File: config.mk
export PLATFORM = sky130hd
export DESIGN_NAME = regfan_buf
export DESIGN_NICKNAME = d
export VERILOG_FILES = /design/src/rtl/regfan_pkg.sv /design/src/rtl/regfan_capture.sv /design/src/rtl/regfan_parity.sv /design/src/rtl/regfan_errflag.sv /design/src/rtl/regfan_buf.sv
export SDC_FILE = /design/constraint.sdc
export NUM_CORES = 1
export LEC_CHECK = 0
export ABC_AREA = 1
export CAP_MARGIN = 30
export CELL_PAD_IN_SITES_DETAIL_PLACEMENT = 1
export CELL_PAD_IN_SITES_GLOBAL_PLACEMENT = 1
export CORE_MARGIN = 1.5
export CORE_UTILIZATION = 40
export CTS_BUF_LIST = sky130_fd_sc_hd__clkbuf_4 sky130_fd_sc_hd__clkbuf_8
export CTS_CLUSTER_DIAMETER = 30
export DETAILED_ROUTE_END_ITERATION = 6
export DONT_BUFFER_PORTS = 1
export PLACE_DENSITY_LB_ADDON = 0.1
export SETUP_SLACK_MARGIN = 0.1
export SLEW_MARGIN = 5
export SYNTH_ARGS = -nofsm -noshare
export SYNTH_HDL_FRONTEND = slang
export SYNTH_SLANG_ARGS = --single-unit
File: constraint.sdc
create_clock -name clk -period 1.1 [get_ports clk]
set_input_delay 0.33 -clock clk [delete_from_list [all_inputs] [get_ports clk]]
set_output_delay 0.33 -clock clk [all_outputs]
set_load 0.03 [all_outputs]
File: src/rtl/regfan_pkg.sv
package regfan_pkg;
    localparam int DATA_W     = 28;
    localparam int PAR_W      = 22;
    localparam int NUM_CS     = 4;
    localparam int NUM_COPIES = 2;
    localparam int ERR_HOLD   = 2;

    typedef logic [DATA_W-1:0] word_t;

    typedef struct packed {
        logic mismatch;
        logic sum;
    } par_res_t;

    // odd parity sum over covered bits plus the controller bit
    function automatic logic odd_sum(input word_t w, input logic p);
        return (^w[PAR_W-1:0]) ^ p;
    endfunction
endpackage

File: src/rtl/regfan_capture.sv
module regfan_capture
    import regfan_pkg::*;
#(
    parameter int W      = DATA_W,
    parameter int CS_W   = NUM_CS,
    parameter int COPIES = NUM_COPIES
) (
    input  logic                clk,
    input  logic                rst,
    input  logic [W-1:0]        d,
    input  logic [CS_W-1:0]     cs_n,
    output logic [COPIES*W-1:0] q_flat
);
    logic hold;
    assign hold = &cs_n;

    for (genvar c = 0; c < COPIES; c++) begin : g_copy
        logic [W-1:0] q_r;
        always_ff @(posedge clk) begin
            if (rst)        q_r <= '0;
            else if (!hold) q_r <= d;
        end
        assign q_flat[c*W +: W] = q_r;
    end


    hold_chk: assert property (@(posedge clk) disable iff (rst)
        hold |=> $stable(q_flat));

    load_chk: assert property (@(posedge clk) disable iff (rst)
        !hold |=> (q_flat[W-1:0] == $past(d)));
endmodule

File: src/rtl/regfan_parity.sv
module regfan_parity
    import regfan_pkg::*;
(
    input  logic  clk,
    input  logic  rst,
    input  word_t d,
    input  logic  par_in,
    output logic  perr,
    output logic  par_out
);
    word_t    dcap;
    par_res_t res_r;
    par_res_t res_n;

    always_comb begin
        res_n.sum      = odd_sum(dcap, par_in);
        res_n.mismatch = ~res_n.sum;
    end

    always_ff @(posedge clk) begin
        if (rst) begin
            dcap  <= '0;
            res_r <= '0;
        end else begin
            dcap  <= d;
            res_r <= res_n;
        end
    end

    assign perr    = res_r.mismatch;
    assign par_out = res_r.sum;
endmodule

File: src/rtl/regfan_errflag.sv
module regfan_errflag
    import regfan_pkg::*;
#(
    parameter int HOLD = ERR_HOLD
) (
    input  logic clk,
    input  logic rst,
    input  logic perr,
    output logic err_n
);
    localparam int CW = $clog2(HOLD + 1);
    logic [CW-1:0] cnt;

    always_ff @(posedge clk) begin
        if (rst)               cnt <= '0;
        else if (perr)         cnt <= CW'(HOLD);
        else if (cnt != '0)    cnt <= cnt - 1'b1;
    end

    assign err_n = (cnt == '0);


    err_follow_chk: assert property (@(posedge clk) disable iff (rst)
        perr |=> !err_n);

    err_min_low_chk: assert property (@(posedge clk) disable iff (rst)
        $fell(err_n) |=> !err_n);
endmodule

File: src/rtl/regfan_buf.sv
module regfan_buf
    import regfan_pkg::*;
(
    input  logic              clk,
    input  logic              rst,
    input  logic [DATA_W-1:0] d,
    input  logic              par_in,
    input  logic [NUM_CS-1:0] cs_n,
    output logic [DATA_W-1:0] qa,
    output logic [DATA_W-1:0] qb,
    output logic              par_out,
    output logic              err_n
);
    logic [NUM_COPIES*DATA_W-1:0] q_flat;
    logic                         perr;

    regfan_capture #(.W(DATA_W), .CS_W(NUM_CS), .COPIES(NUM_COPIES)) i_cap (
        .clk(clk), .rst(rst), .d(d), .cs_n(cs_n), .q_flat(q_flat)
    );

    regfan_parity i_par (
        .clk(clk), .rst(rst), .d(d), .par_in(par_in),
        .perr(perr), .par_out(par_out)
    );

    regfan_errflag #(.HOLD(ERR_HOLD)) i_err (
        .clk(clk), .rst(rst), .perr(perr), .err_n(err_n)
    );

    assign qa = q_flat[0 +: DATA_W];
    assign qb = q_flat[DATA_W +: DATA_W];


    copies_match_chk: assert property (@(posedge clk) disable iff (rst)
        qa == qb);

    reset_state_chk: assert property (@(posedge clk)
        rst |=> (err_n && !par_out && qa == '0 && qb == '0));
endmodule

; Word-level counts from Yosys, hierarchy flattened
; Index checks and enable logic that the tools add are counted.
[totals]
ff_bits = 54
[classes]
bitwise_logic = 2
add_sub_neg = 1
reduce_logical = 6
muxes = 2
[op_table]
columns = op, count
row1 = 22-bit parity, 1
row2 = 2-bit 2-to-1 mux, 2
row3 = 4-bit AND reduction, 1
row4 = 2-bit nonzero test, 2
row5 = 2-bit zero test, 1
row6 = 2-bit OR reduction, 1
row7 = 2-bit by 1-bit subtractor with 2-bit output (second input constant), 1
row8 = 1-bit inverter, 1
row9 = 1-bit bitwise XOR, 1

; Depth between registers and ports, before layout
; Gate-level depths: netlist (run 1).
[logic_depth]
ltp_word = 3
depth_mapped = 12
ltp_nobuf = 12

; Modules after synthesis
; Synthesis (run 1) repeated with hierarchy kept, for this count alone.
[unflattened]
hier_cells = 430
hier_area_um2 = 2670.1
[by_module_without_submodules]
columns = mod, area_per_inst_um2, cells_per_inst, n_inst
row1 = regfan_capture, 1376.3, 208, 1
row2 = regfan_parity, 1214.9, 210, 1
row3 = regfan_errflag, 78.8, 12, 1

; Worst setup path after synthesis (run 1)
; OpenSTA, ideal clock, no wires.
[synth_timing]
kind = reg2reg
startpoint = register i_par.dcap[16]
endpoint = register i_par.res_r, in the netlist i_par.perr
t_required_ps = 984
arrival_ps = 966
path_slack_ps = 18
stages_incl_launch_ff = 13
n_path_buf = 0
path_cell_list = dfxtp_1 nand2_1 inv_1 nor2_2 nand2_2 nand2_1 nand2_1 nand3_1 nand2_2 inv_1 nand2_1 nand2_1 nor2_2
[synth_between]
elab_chain_len = 3
[synth_lines]
columns = element, line_no
row1 = from (decl), regfan_parity.sv:11  ; word_t dcap;
row2 = from (signal assigned), regfan_parity.sv:22  ; dcap <= '0;
row3 = from (signal assigned), regfan_parity.sv:25  ; dcap <= d;
row4 = 22-bit parity, regfan_pkg.sv:17  ; return (^w[PAR_W-1:0]) ^ p;
row5 = 1-bit bitwise XOR, regfan_pkg.sv:17
row6 = 1-bit inverter, regfan_parity.sv:17  ; res_n.mismatch = ~res_n.sum;
row7 = to (signal assigned), regfan_parity.sv:26  ; res_r <= res_n;
row8 = to (decl), regfan_parity.sv:12  ; par_res_t res_r;
; No other way between the ends.
; A chain may end at the register's enable or synchronous reset.

; Worst setup path in the final report (run 1)
[layout_timing]
startpoint = register i_err.cnt[1]
endpoint = output err_n
[layout_between]
elab_chain_len = 1
[layout_lines]
columns = element, line_no
row1 = from (decl), regfan_errflag.sv:12  ; logic [CW-1:0] cnt;
row2 = from (signal assigned), regfan_errflag.sv:16  ; else if (perr) cnt <= CW'(HOLD);
row3 = from (signal assigned), regfan_errflag.sv:17  ; else if (cnt != '0) cnt <= cnt - 1'b1;
row4 = 2-bit zero test, regfan_errflag.sv:20  ; assign err_n = (cnt == '0);
row5 = to (decl), regfan_buf.sv:12  ; output logic err_n
; No other way between the ends.

==> out/qor.txt, run 1 <==
Outcome: finished, violations left
Failing checks: negative setup slack
Gate Count Post-Synth: 339
Hold Violations, Final: 0
Sink Count: 54
CTS tree: yes
Layout area overhead: 10.29%
Skew final: 0.01170 ns
Initial Utilization: 0.4225
Antenna viol nets, final: 0
IO Count: 93
Largest vdd supply drop: 0.6262 mV
Mean post-synth cell area: 7.031 um2
P_int: 3.261 mW
R2R cell count: 11
Most frequent cell after synthesis: nand2_1
Core area: 5642 um2
Max Slew Vio Count: 0
DRC: 0
Hold buffer count at cts: 0
Post-synth top area cell: dfxtp_1
Vias: 1,844
Yosys reg bits: 54
First-pass GRT wire length: 8238 um
Vias in the first global route: 1,971
Pre-Repair DR Iteration Count: 2
Post-synthesis sequential area ratio: 0.4535
Fin nets: 347
Crit-path max FO: 2
CP max-delay cell: dfxtp_2
Hold Path Stages: 1
Slew @ Worst Pin: 0.2600 ns
Crit path kind: register to primary output
Clk root buf: clkbuf_8
Layout cells sized above 1: 0.3131
Sw Share: 0.2938
H-tree depth: 2
Placer Congestion: 0.6707
Leak pwr: 1.256 nW
CP Data Required Time: 0.77 ns
Comb pwr share: 0.114
Hold Path Sink: i_par.par_out
Final Non-Filler Cells: 385
Die extent in x: 80.20 um
Initial antenna violation count: 0
Skew-Pair Late Insertion Delay: 0.31 ns
Crit start category: register
Most used DFF post-synth: dfxtp_1
RSZ-0062 raised after global routing: true
Final setup fails: 58
Yosys cell types: 19
Vias/cell: 4.790
FF-to-FF End: i_par.par_out
Setup Fix Bufs, Post-CTS: 0
Ant diodes: 0
Min-Delay Startpoint: rst
Post-synth top cells: nand2_1 (86), dfxtp_1 (54), inv_1 (44)
Max-cap violations: 0
Worst-path cell chain: nor2_4, buf_6
Post-synthesis async set-or-reset flop share: 0
Min-Delay Path Class: input port to register
WL/cell: 12.53 um
R2r setup slk: -0.11 ns
Finished Core Util: 0.4660
Post-synth design cell area: 2384 um2
Cell Count Post-Placement: 377
Clk pwr share: 0.352
Hpwl dp: 3462 um
Crit end category: primary output
Full die area: 6431 um2
Fillcell total: 709
Worst path max stage delay: 0.35 ns
EDFF count, synth: 0
Final setup margin: -0.1456 ns
CTS max path bufs: 2
Yosys top cell area share: 0.4535
Worst r2r src: i_par.dcap[9]
WP data arrival: 0.92 ns
Drt total wl: 4824 um
Final Cycle Share: 1.132
Die height: 80.20 um
Pwr/cell area: 1757 nW/um2
Syn_nets: 374
Initial DRC count: 45
Clk slew on worst S/H paths: 0.10 ns
NetSw: 1.357 mW
Synth area leaders: dfxtp_1 (45%), nand2_1 (14%), buf_4 (8.8%)
Gr usage total: 0.1646
Power share of the sequential group: 0.534
Total grt overflow: 0
Relative slew margins: 0.8267
Yosys warning count: 0
CTS Buf Count: 5
Final Critical Period: 1.246 ns
F_max: 0.8029 GHz
Number of buffers inserted by port buffering: 0
Num rows: 27
Largest net degree at the start of global routing: 28
[power by group through the flow]
stage | registers, mW | clock network, mW | logic, mW
finish | 2.46 | 1.63 | 0.529
global route | 2.49 | 1.74 | 0.616
CTS | 2.47 | 1.69 | 0.494
detailed placement | 2.53 | 0 | 0.475
global placement | 2.53 | 0 | 0.453
floorplan | 2.37 | 0 | 0.619
[state kept, by name (all words and copies together), names as in the netlist]
signal	flops
i_cap.g_copy.q_r	28
i_par.dcap	22
i_err.cnt	2
i_par.par_out	1
i_par.perr	1
[stage by stage]
stage | instance area (um2) | TNS, ns | setup WS, ns | hold WS [ns] | total power, mW
after floorplan | 2464 | 0 | 0.01967 | 0.4010 | 2.987
after global placement | 2312 | -0.1413 | -0.07316 | 0.4026 | 2.978
after detailed placement | 2312 | -0.2331 | -0.1203 | 0.4037 | 3.003
after CTS | 2572 | -1.681 | -0.1687 | 0.05650 | 4.650
after global routing | 2629 | -2.458 | -0.2336 | 0.04267 | 4.847
final | 2629 | -0.6682 | -0.1456 | 0.06519 | 4.618
[layer usage]
layer,track usage,part of all wire,vias up
li1,-,-,949
met5,0,0,-
met1,0.1772,0.44,839
met2,0.3092,0.50,51
met3,0.03977,0.049,5
met4,0.05690,0.013,0
[final cells by class]
cell class	count	area, um2	area share
clock buffer	6	82.58	0.03141
clock inverter	2	60.06	0.02285
inverter	47	176.4	0.06711
multi-input combinational	200	960.9	0.3655
sequential	54	1212	0.4612
tap	72	90.09	0.03427
timing repair buffer	4	46.29	0.01761
[cells in the final DEF (no fill, tap or decap), types with 6 or more instances in the layout]
| master | count |
|---|---|
| nand2_1 | 65 |
| nor2_1 | 39 |
| inv_1 | 38 |
| dfxtp_4 | 30 |
| o21ai_1 | 28 |
| nand2_2 | 25 |
| a21oi_1 | 23 |
| dfxtp_2 | 15 |
| inv_2 | 9 |
| dfxtp_1 | 9 |
| nand3_1 | 7 |
| clkbuf_8 | 6 |
[kinds of logic (layout without fill, tap and decap cells)]
kind of cell,Yosys count,after routing,share of synthesized area
buffers and inverters,85,59,0.1785
DFF,54,54,0.4535
and+or+nand+nor,142,142,0.2367
xor gates and xnor gates,6,6,0.02205
AOI/OAI and AO/OA,52,52,0.1092
[how the worst max path moves through the flow]
stage                   startpoint       endpoint  slack, ns  depth (start not counted)
floorplan           i_par.dcap[16]     i_par.perr       0.02                         12
global placement     i_par.dcap[0]     i_par.perr      -0.07                         11
detailed placement   i_par.dcap[0]  i_par.par_out      -0.12                         10
CTS                   i_err.cnt[0]          err_n      -0.17                          2
global route        i_par.dcap[14]  i_par.par_out      -0.23                         11
finish                i_err.cnt[1]          err_n      -0.15                          2
[what timing repair did]
action | 4_1_cts | 5_1_grt
pin swaps | 7 | 13
endpoints found under the setup margin | 60 | 60
gates resized for setup | 55 | 24
[worst max-delay path, delay by kind of cell (launching register included)]
family,cells,cell delay (ns)
and+or+nand+nor,1,0.12
buffers and inverters,1,0.14
DFF,1,0.35
Power figures use the tool's default switching activity.
==> run 2: changes to the inputs <==
--- a/config.mk
+++ b/config.mk
@@ -10,7 +10,7 @@
 export CELL_PAD_IN_SITES_DETAIL_PLACEMENT = 1
 export CELL_PAD_IN_SITES_GLOBAL_PLACEMENT = 1
 export CORE_MARGIN = 1.5
-export CORE_UTILIZATION = 40
+export CORE_UTILIZATION = 45
 export CTS_BUF_LIST = sky130_fd_sc_hd__clkbuf_4 sky130_fd_sc_hd__clkbuf_8
 export CTS_CLUSTER_DIAMETER = 30
 export DETAILED_ROUTE_END_ITERATION = 6
==> constraint.sdc (replaced) <==
create_clock -name clk -period 1.32 [get_ports clk]
set_input_delay 0.396 -clock clk [delete_from_list [all_inputs] [get_ports clk]]
set_output_delay 0.396 -clock clk [all_outputs]
set_load 0.03 [all_outputs]
==> run 2 against run 1 <==
  * The flow now finishes without violations
  * Worst setup slack improved by 0.17 ns
  * Final area rose by 15%
  * Non-clock buffer count rose by 31
  * Sequential power fell by 24%
  * Clock power fell by 29%
  * Power fell by 15%
  * Via count rose by 11%
  * Critical path depth did not move
  * Global-route usage rose by 3.9 points
  * Final cell count rose by 7.5%
  * Combinational power rose by 68%
  * Critical path type unchanged
==> out/qor.txt, run 2 (same netlist as run 1, synthesis figures left out) <==
Crit path kind: register to primary output
Max FFs per register: 28
H-tree depth: 2
Hold Path Stages: 1
Sw Share: 0.3107
Initial antenna violation count: 0
Crit start category: register
Ant diodes: 0
WP data arrival: 0.90 ns
Hold Path Sink: i_par.dcap[15]
R2R cell count: 12
Pre-Repair DR Iteration Count: 4
Max-cap violations: 0
Max Slew Vio Count: 0
DRC: 0
Leak pwr: 1.473 nW
Min-Delay Path Class: input port to register
Vias/cell: 4.961
CP Data Required Time: 0.92 ns
CTS tree: yes
IO Count: 93
Final Cycle Share: 0.9845
Hold buffer count at cts: 0
Largest register by flop count: i_cap.g_copy.q_r
Total grt overflow: 0
R2r setup slk: 0.11 ns
Top Registers: i_cap.g_copy.q_r: 28 flops, i_par.dcap: 22 flops, i_err.cnt: 2 flops
Vias: 2,054
Largest vdd supply drop: 0.8561 mV
Relative slew margins: 0.7309
Hold Violations, Final: 0
Power share of the sequential group: 0.475
Core area: 5107 um2
Crit end category: primary output
Crit-path max FO: 2
Outcome: complete, no violations
Die height: 75.78 um
Worst r2r src: i_par.dcap[18]
Final Critical Period: 1.300 ns
Final setup fails: 0
Antenna viol nets, final: 0
Final setup margin: 0.02049 ns
Full die area: 5743 um2
Cell Count Post-Placement: 403
Commonest non-fill, non-tap cells in the layout: nand2_1 (72), dfxtp_2 (45), inv_1 (40), nor2_1 (37), a21oi_1 (24)
Drt total wl: 5709 um
Initial Utilization: 0.4667
WL/cell: 13.79 um
Gr usage total: 0.2031
Finished Core Util: 0.5941
Clk root buf: clkbuf_8
Num rows: 26
Skew-Pair Late Insertion Delay: 0.31 ns
Sink Count: 54
Layout cells sized above 1: 0.3605
RSZ-0062 raised after global routing: true
Most common cell after layout, fill and taps aside: nand2_1
Pwr/cell area: 1287 nW/um2
Setup TNS: 0 ns
Clk slew on worst S/H paths: 0.10 ns
Total design power: 3.904 mW
F_max: 0.7695 GHz
Hpwl dp: 3721 um
Vias in the first global route: 2,013
Initial DRC count: 58
Number of buffers inserted by port buffering: 0
NetSw: 1.213 mW
Largest net degree at the start of global routing: 29
First-pass GRT wire length: 8783 um
Skew final: 0.006433 ns
Slew @ Worst Pin: 0.4030 ns
Final Non-Filler Cells: 414
CTS Buf Count: 5
Placer Congestion: 0.6632
Die extent in x: 75.78 um
Min-Delay Startpoint: rst
P_int: 2.691 mW
Comb pwr share: 0.227
Place WS: 0.1063 ns
CTS max path bufs: 2
Fin nets: 378
Layout area overhead: 27.30%
Clk pwr share: 0.297
FF-to-FF End: i_par.perr
[run 2: repair_timing]
action                     CTS  global route
pin swaps                    3             7
buffers inserted             2             1
gates resized for setup    107            42
setup endpoints to repair   60            59
[run 2: area by class of cell]
| cell class | instances | area [um2] |
|---|---|---|
| Timing Repair Buffer | 35 | 566.8 |
| Sequential cell | 54 | 1145 |
| Clock buffer | 5 | 68.82 |
| Clock inverter | 3 | 47.55 |
| Multi-Input combinational cell | 200 | 942.2 |
| Inverter | 47 | 176.4 |
| Tap cell | 70 | 87.58 |
| Fill cell | 624 | 2073 |
[run 2: metrics by stage]
step	hold slack (ns)	cell area (um2)
after global placement	0.4174	2462
final	0.1318	3034
after CTS	0.1225	2893
after detailed placement	0.4335	2462
after floorplan	0.4010	2384
after global routing	0.1174	3034
[run 2: power groups by stage]
| stage | Sequential (mW) | Combinational [mW] | Clock (mW) |
|---|---|---|---|
| 3_5_place_dp | 1.84 | 0.710 | 0 |
| 5_1_grt | 1.87 | 0.960 | 1.25 |
| 4_1_cts | 1.84 | 0.823 | 1.21 |
| 3_3_place_gp | 1.83 | 0.690 | 0 |
| 2_1_floorplan | 1.96 | 0.502 | 0 |
| 6_report | 1.86 | 0.888 | 1.16 |
[run 2: worst max-delay path, cell delays in order, from the launching register on]
cell and delay (ns):
dfxtp_2 0.35, nor2_4 0.11, buf_6 0.13
[run 2: per-layer routing]
layer  wire length, um  vias to the layer above  track usage  share of wire
met4                80                        0      0.05952          0.014
met5                 0                        -            0              0
met1              2310                      966       0.2276           0.40
met3               306                        8      0.05952          0.054
met2              3011                       66       0.3700           0.53
li1                  -                     1014            -              -
[run 2: how the worst max path moves through the flow]
stage / from / to / slack (ns)
global route: i_err.cnt[1] / err_n / -0.02
CTS: i_err.cnt[0] / err_n / -0.001
finish: i_err.cnt[1] / err_n / 0.02
floorplan: rst / i_cap.g_copy[0].q_r[0] / 0.18
detailed placement: par_in / i_par.par_out / 0.11
global placement: i_par.dcap[0] / i_par.perr / 0.14
